File: src/rtl/sirq_pkg.sv
package sirq_pkg;
  localparam logic [7:0] OFS_SEG = 8'h24;
  localparam logic [7:0] OFS_RSZ = 8'h28;
  localparam logic [7:0] OFS_CTL = 8'h30;
  localparam logic [7:0] OFS_MSK = 8'h34;
  localparam logic [7:0] OFS_STS = 8'h38;
  localparam logic [7:0] OFS_ERR = 8'h40;
  localparam int unsigned CTL_EN_BIT   = 31;
  localparam int unsigned CTL_AUTO_BIT = 23;
  localparam logic [31:0] RSZ_RESET = 32'h0200_0000;
endpackage

File: src/rtl/sirq_sync.sv
module sirq_sync #(
  parameter int unsigned N = 17
) (
  input  logic         clk_i,
  input  logic         rst_ni,
  input  logic [N-1:0] in_i,
  output logic [N-1:0] lvl_o,
  output logic [N-1:0] rise_o,
  output logic [N-1:0] fall_o
);
  logic [N-1:0] s1_q, s2_q, s3_q;

  always_ff @(posedge clk_i or negedge rst_ni) begin
    if (!rst_ni) begin
      s1_q <= '0;
      s2_q <= '0;
      s3_q <= '0;
    end else begin
      s1_q <= in_i;
      s2_q <= s1_q;
      s3_q <= s2_q;
    end
  end

  assign lvl_o  = s2_q;
  assign rise_o = s2_q & ~s3_q;
  assign fall_o = ~s2_q & s3_q;
endmodule

File: src/rtl/sirq_status.sv
module sirq_status #(
  parameter int unsigned N = 17
) (
  input  logic         clk_i,
  input  logic         rst_ni,
  input  logic [N-1:0] rise_i,
  input  logic [N-1:0] fall_i,
  input  logic [N-1:0] lvl_i,
  input  logic         auto_clr_i,
  input  logic         wr_clr_i,
  input  logic [N-1:0] clr_bits_i,
  output logic [N-1:0] status_o
);
  logic [N-1:0] status_q, status_d;

  always_comb begin
    status_d = status_q;
    if (wr_clr_i) status_d = status_d & ~(clr_bits_i & ~lvl_i);
    if (auto_clr_i) status_d = status_d & ~fall_i;
    status_d = status_d | rise_i;  // a new edge wins over any clear
  end

  always_ff @(posedge clk_i or negedge rst_ni) begin
    if (!rst_ni) status_q <= '0;
    else         status_q <= status_d;
  end

  assign status_o = status_q;
endmodule

File: src/rtl/sirq_regs.sv
module sirq_regs
  import sirq_pkg::*;
#(
  parameter int unsigned N  = 17,
  parameter int unsigned DW = 32,
  parameter int unsigned AW = 8
) (
  input  logic          clk_i,
  input  logic          rst_ni,
  input  logic          wr_i,
  input  logic [AW-1:0] addr_i,
  input  logic [DW-1:0] wdata_i,
  input  logic [N-1:0]  status_i,
  output logic [DW-1:0] rdata_o,
  output logic          en_o,
  output logic          auto_o,
  output logic [N-1:0]  mask_o,
  output logic          sts_wr_o,
  output logic [N-1:0]  sts_bits_o
);
  logic [DW-1:0] seg_q, rsz_q, ctl_q, msk_q;
  logic [DW-1:0] sts_word;

  always_ff @(posedge clk_i or negedge rst_ni) begin
    if (!rst_ni) begin
      seg_q <= '0;
      rsz_q <= DW'(RSZ_RESET);
      ctl_q <= '0;
      msk_q <= '0;
    end else if (wr_i) begin
      if (addr_i == AW'(OFS_SEG)) seg_q <= wdata_i;
      if (addr_i == AW'(OFS_RSZ)) rsz_q <= wdata_i;
      if (addr_i == AW'(OFS_CTL)) ctl_q <= wdata_i;
      if (addr_i == AW'(OFS_MSK)) msk_q <= wdata_i;
    end
  end

  // line n sits at word bit DW-1-n
  for (genvar n = 0; n < N; n++) begin : g_map
    assign mask_o[n]     = msk_q[DW-1-n];
    assign sts_bits_o[n] = wdata_i[DW-1-n];
  end

  always_comb begin
    sts_word = '0;
    for (int n = 0; n < N; n++) sts_word[DW-1-n] = status_i[n];
  end

  always_comb begin
    if      (addr_i == AW'(OFS_SEG)) rdata_o = seg_q;
    else if (addr_i == AW'(OFS_RSZ)) rdata_o = rsz_q;
    else if (addr_i == AW'(OFS_CTL)) rdata_o = ctl_q;
    else if (addr_i == AW'(OFS_MSK)) rdata_o = msk_q;
    else if (addr_i == AW'(OFS_STS)) rdata_o = sts_word;
    else if (addr_i == AW'(OFS_ERR)) rdata_o = '0;
    else                             rdata_o = '1;
  end

  assign en_o     = ctl_q[CTL_EN_BIT];
  assign auto_o   = ctl_q[CTL_AUTO_BIT];
  assign sts_wr_o = wr_i && (addr_i == AW'(OFS_STS));
endmodule

File: src/rtl/sirq_stat_ctrl.sv
module sirq_stat_ctrl
  import sirq_pkg::*;
#(
  parameter int unsigned N_IRQ = 17,
  parameter int unsigned DW    = 32,
  parameter int unsigned AW    = 8
) (
  input  logic             clk_i,
  input  logic             rst_ni,
  input  logic [N_IRQ-1:0] irq_i,
  input  logic             routed_mode_i,
  input  logic             reg_wr_i,
  input  logic [AW-1:0]    reg_addr_i,
  input  logic [DW-1:0]    reg_wdata_i,
  output logic [DW-1:0]    reg_rdata_o,
  output logic [N_IRQ-1:0] active_o
);
  logic [N_IRQ-1:0] lvl_w, rise_w, fall_w, status_w, mask_w, sts_bits_w;
  logic             en_w, auto_w, sts_wr_w, auto_clr_w;
  logic [N_IRQ-1:0] active_q;

  sirq_sync #(.N(N_IRQ)) i_sync (
    .clk_i  (clk_i),
    .rst_ni (rst_ni),
    .in_i   (irq_i),
    .lvl_o  (lvl_w),
    .rise_o (rise_w),
    .fall_o (fall_w)
  );

  assign auto_clr_w = auto_w & routed_mode_i;

  sirq_status #(.N(N_IRQ)) i_status (
    .clk_i      (clk_i),
    .rst_ni     (rst_ni),
    .rise_i     (rise_w),
    .fall_i     (fall_w),
    .lvl_i      (lvl_w),
    .auto_clr_i (auto_clr_w),
    .wr_clr_i   (sts_wr_w),
    .clr_bits_i (sts_bits_w),
    .status_o   (status_w)
  );

  sirq_regs #(.N(N_IRQ), .DW(DW), .AW(AW)) i_regs (
    .clk_i      (clk_i),
    .rst_ni     (rst_ni),
    .wr_i       (reg_wr_i),
    .addr_i     (reg_addr_i),
    .wdata_i    (reg_wdata_i),
    .status_i   (status_w),
    .rdata_o    (reg_rdata_o),
    .en_o       (en_w),
    .auto_o     (auto_w),
    .mask_o     (mask_w),
    .sts_wr_o   (sts_wr_w),
    .sts_bits_o (sts_bits_w)
  );

  always_ff @(posedge clk_i or negedge rst_ni) begin
    if (!rst_ni) active_q <= '0;
    else         active_q <= en_w ? (status_w & mask_w) : '0;
  end

  assign active_o = active_q;
endmodule

File: config.mk
export PLATFORM = sky130hd
export DESIGN_NAME = sirq_stat_ctrl
export DESIGN_NICKNAME = d
export VERILOG_FILES = /design/src/rtl/sirq_pkg.sv /design/src/rtl/sirq_sync.sv /design/src/rtl/sirq_status.sv /design/src/rtl/sirq_regs.sv /design/src/rtl/sirq_stat_ctrl.sv
export SDC_FILE = /design/constraint.sdc
export NUM_CORES = 1
export LEC_CHECK = 0
export ABC_AREA = 1
export BUFFER_PORTS_ARGS = -buffer_cell sky130_fd_sc_hd__buf_2
export CORE_UTILIZATION = 53
export CTS_CLUSTER_SIZE = 24
export DETAILED_ROUTE_END_ITERATION = 12
export GPL_ROUTABILITY_DRIVEN = 0
export PLACE_DENSITY = 0.73
export SYNTH_ARGS = -nofsm -noshare
export SYNTH_HDL_FRONTEND = slang
export SYNTH_HIERARCHICAL = 1
export SYNTH_SLANG_ARGS = --single-unit
File: constraint.sdc
create_clock -name clk_i -period 1.7 [get_ports clk_i]
set_input_delay 0.34 -clock clk_i [delete_from_list [all_inputs] [get_ports clk_i]]
set_output_delay 0.34 -clock clk_i [all_outputs]
set_load 0.01 [all_outputs]
* Yosys cells after proc, flatten, opt, wreduce, memory -nomap -nowiden *
Cells that the tools add are included.

storage, ports and cells
  register bits after elaboration = 213
  logic and storage cells = 41
  bits of input ports = 61

operators by class
  reductions and logical operators = 5
  bitwise operators = 12
  multiplexer cells = 9
  equal/unequal tests = 6

operators by type and width
  operator            number
  $mux 32             6
  $and 17x17->17      6
  $not 17->17         4
  $mux 17             3
  $eq 8x6->1 const B  5
  $or 17x17->17       1
  $eq 8x7->1 const B  1
  $reduce_and 2->1    4
  $and 1x1->1         1
  $logic_and 1x1->1   1

* Depth between registers and ports, before layout *
  depth in word-level cells = 8
  mapped depth = 10
  gate-level depth less buffers = 9

* By module *
Netlist, hierarchy kept.

modules (own cells, without submodules)
  module          seq. area each (sq um)  cells each  area an instance (sq um)  instances
  sirq_regs       3204.3                  846         6703.9                    1
  sirq_sync       1276.2                  119         1531.5                    1
  sirq_status     425.4                   140         1002.2                    1
  sirq_stat_ctrl  425.4                   55          575.6                     1

* Worst setup path after synthesis *
Ideal clock, no wire load.

  path kind = input to output
  start = input port reg_addr_i[3]
  end = output port reg_rdata_o[16]
  cell stages on the path = 10
  slack = 71 ps
  data arrival time = 1289 ps
  required time = 1360 ps
  path buffers = 1
  cells stage by stage = inv_1 -> nand2_1 -> nor2_4 -> nand2_2 -> inv_2 -> buf_4 -> nand2_1 -> nand3_1 -> nand3_1 -> nor2_1

between the ends
  longest elaborated chain between the ends = 7
  elaborated cells between the ends (all ways) = 12
  classes of those cells = 6 x eq/ne; 6 x mux

ends and longest elaborated chain
  element      RTL line              text
  from (decl)  sirq_stat_ctrl.sv:13  input logic [AW-1:0] reg_addr_i,
  $eq 8x7->1   sirq_regs.sv:55       else if (addr_i == AW'(OFS_ERR)) rdata_o = '0;
  $mux 32      sirq_regs.sv:55
  $mux 32      sirq_regs.sv:54       else if (addr_i == AW'(OFS_STS)) rdata_o = sts_word;
  $mux 32      sirq_regs.sv:53       else if (addr_i == AW'(OFS_MSK)) rdata_o = msk_q;
  $mux 32      sirq_regs.sv:52       else if (addr_i == AW'(OFS_CTL)) rdata_o = ctl_q;
  $mux 32      sirq_regs.sv:51       else if (addr_i == AW'(OFS_RSZ)) rdata_o = rsz_q;
  $mux 32 *    sirq_regs.sv:50       if (addr_i == AW'(OFS_SEG)) rdata_o = seg_q;
  to (decl)    sirq_stat_ctrl.sv:15  output logic [DW-1:0] reg_rdata_o,

Every way passes the cells marked *; elsewhere a longest branch is shown, timed or not.

* Final worst setup path *
  start = input port reg_addr_i[7]
  end = output port reg_rdata_o[31]

Same word-level chain as after synthesis.

==> metrics.md <==
| Metric | Value |
|---|---|
| Status | `finished with violations` |
| Violated checks | `negative setup slack` |
| Vias in the first global route | `7,914` |
| Reg2Reg Depth | `6` |
| Rel. slew slack | `69.07%` |
| FFs w/ async S/R, synth | `100.0%` |
| Post-synth EDFFs | `0` |
| RSZ-0062 raised after global routing | `yes` |
| Clk_skew | `9.454 ps` |
| Syn nets | `1,221` |
| Minimum clock period | `1970 ps` |
| Max Cap Viol | `0` |
| I/O Buffers | `109` |
| Initial antenna violation count | `0` |
| Initial DRT Pass Iterations | `7` |
| First-pass GRT wire length | `39,530 um` |
| Ys flop type | `dfrtp_1` |
| CORE AREA | `around 18,000 um^2` |
| Via density | `5.103` |
| Placed standard-cell area | `10,720 um^2` |
| Share of cells above drive strength 1 | `27.08%` |
| Seq/Total Area, Yosys | `54.33%` |
| Hold Path Depth | `3` |
| Critical Path AT | `1630 ps` |
| DRC Markers | `0` |
| Storage cell area | `5331 um^2` |
| Std-Cell Rows | `49` |
| CTS tree | `done` |
| Clk buf depth | `3` |
| Clock Latency Late Sink | `510 ps` |
| Initial DRC count | `495` |
| Synth Cell Area | `9813 um^2` |
| Syn-to-layout area delta | `27.76%` |
| Initial Utilization | `54.44%` |
| GRT Total Usage | `25.75%` |
| Fin area | `12,540 um^2` |
| Die width | `138.1 um` |
| Die area | `19,060 um^2` |
| Slew Limit Fails | `0` |
| Top post-synthesis cells by count | `nand2_1, dfrtp_1, inv_1` |
| Area of the multi-input gates | `3473 um^2` |
| Worst r2r src | `i_regs/ctl_q[23]$_DFFE_PN0P_` |
| Vias post-DR | `7,863` |
| Largest net degree at the start of global routing | `57` |
| Final worst slack | `-270.4 ps` |
| Yosys top cell by area | `dfrtp_1` |
| Period utilization | `115.9%` |
| Worst R2R Setup Slack | `around 560 ps` |
| Crit end category | `primary output` |
| Die height | `~140 um` |
| Peak supply drop | `0.0006608 V` |
| Clock transition at the registers of the reported paths | `60 ps` |
| CTS buffer count | `23` |
| Fillers | `1,350` |
| Wire per inst | `about 16 um` |
| Final Util | `69.55%` |
| Final setup violation count | `32` |
| Syn Inst Count | `1,160` |
| Pwr dens | `894.5 nW/um^2` |
| Hold endpoint | `i_regs/rsz_q[14]$_DFFE_PN0P_` |
| Nets | `approximately 1.4k` |
| Pleak | `between 6 and 7 nW` |
| Hold Path Origin | `reg_wdata_i[14]` |
| Fmax | `approximately 510 MHz` |
| Yosys warns | `6` |
| CP required | `~1400 ps` |
| Most frequent cell after synthesis | `nand2_1` |
| Count of state elements after synthesis | `213` |
| Worst-path fanout max | `6` |
| ANT nets after route | `0` |
| Setup Crit Path Kind | `input pin to primary output` |
| Yosys cell types | `27` |
| Final WL | `24,090 um` |
| FF-to-FF End | `i_status/status_o[8]$_DFF_PN0_` |
| H-tree depth | `1` |
| Yosys top cell area share | `54.06%` |
| Top Ports | `110` |
| Worst Setup Start Kind | `input pin` |
| CTS root buf | `clkbuf_16` |
| Half-perimeter wire length after detailed placement | `~14,000 um` |
| Hold Crit Class | `input pin to flop` |
| Clock net sink count | `213` |
| Final Hold Viols | `0` |
| Mapped Avg Cell Area | `8.460 um^2` |
| Grt ovf | `0` |
| Worst Max-Slew Pin Slew | `around 460 ps` |
| Synth area leaders | `dfrtp_1, nand2_1, inv_1` |
==> final cells by class <==
cell class	count	area share, %
Antenna cell	1	0.01996
Clock buffer	30	5.120
Clock inverter	8	0.9182
Inverter	183	5.758
Multi-Input combinational cell	676	27.70
Sequential cell	213	42.53
Tap cell	229	2.285
Timing Repair Buffer	201	15.67
==> cell families after synthesis <==
kind of cell	share of synthesized area, %
buf+inv	13.63
compound gates	8.925
flops	54.33
simple gates	23.12
==> per-layer routing <==
| layer | vias to the layer above | track usage, % | share of wire [%] | routed length (um) |
|---|---|---|---|---|
| met2 | 266 | 43.05 | 49 | 11860 |
| met4 | 0 | 9.138 | 2.6 | 616 |
| met5 | - | 0 | 0 | 0 |
| li1 | 3786 | - | - | - |
| met1 | 3749 | 34.27 | 43 | 10320 |
| met3 | 62 | 3.914 | 5.4 | 1295 |
==> cell usage in the layout (no fill, tap or decap), types with 16 or more instances in the layout <==
cell and instances:
buf_12 29, buf_2 97, buf_4 20, buf_6 22, clkbuf_16 25, dfrtp_1 212
dlygate4sd3_1 18, inv_1 165, nand2_1 320, nand2_2 28, nand2_4 16, nand3_1 32
nand3_2 17, nand3b_1 28, nor2_1 58, o21ai_0 84, o21ai_2 30
==> how the worst max path moves through the flow <==
stage	startpoint	to	cells past startpoint
final	reg_addr_i[7]	reg_rdata_o[31]	12
after floorplan	reg_addr_i[3]	reg_rdata_o[16]	10
after CTS	i_status/status_o[8]$_DFF_PN0_	reg_rdata_o[23]	7
after global routing	reg_addr_i[7]	reg_rdata_o[4]	12
after global placement	reg_addr_i[6]	reg_rdata_o[25]	9
after detailed placement	reg_addr_i[6]	reg_rdata_o[25]	9
==> worst max-delay path, cell delays in order <==
cell      delay [ps]
buf_8            100
inv_8             50
nand2_4           50
nor2_4           210
nand2_4          120
clkinv_8         100
buf_6            140
nand2_1           50
nand3_1           80
nand3_1           90
nor2_2           140
buf_2            150
==> sequential cells by signal (all words and copies together), names as in the netlist <==
name	flops
i_regs/ctl_q	32
i_regs/msk_q	32
i_regs/rsz_q	32
i_regs/seg_q	32
active_o	17
i_status/status_o	17
i_sync/lvl_o	17
i_sync/s1_q	17
i_sync/s3_q	17
==> per-stage QoR <==
step	hold slack, ps	TNS [ps]	total power [mW]	setup slack, ps	std cells
global route	137.4	-8713	11.64	-339.1	1540
CTS	118.0	-6133	11.28	-227.6	1533
detailed placement	305.9	-25850	6.155	-362.8	1462
floorplan	44.41	0	5.866	70.60	1160
finish	126.0	-6842	11.21	-270.4	1541
global placement	303.7	-25390	6.127	-354.2	1462
==> report_power, final <==
part	leakage [nW]	internal, mW	total (mW)	switching [mW]
sequential	2.74	5.29	5.43	0.135
combinational	3.22	0.314	0.758	0.444
clock	0.378	3.09	5.03	1.94
==> repair_timing <==
| item | CTS | global route |
|---|---|---|
| endpoints found under the setup margin | 32 | 32 |
| pin swaps | 25 | 38 |
| endpoints found under the hold margin | 66 | 0 |
| setup buffers | 8 | 9 |
| resized for setup | 109 | 58 |
| cloned | 8 | 2 |
| hold buffers | 18 | 0 |
No activity file was read; power rests on OpenSTA's default activity.
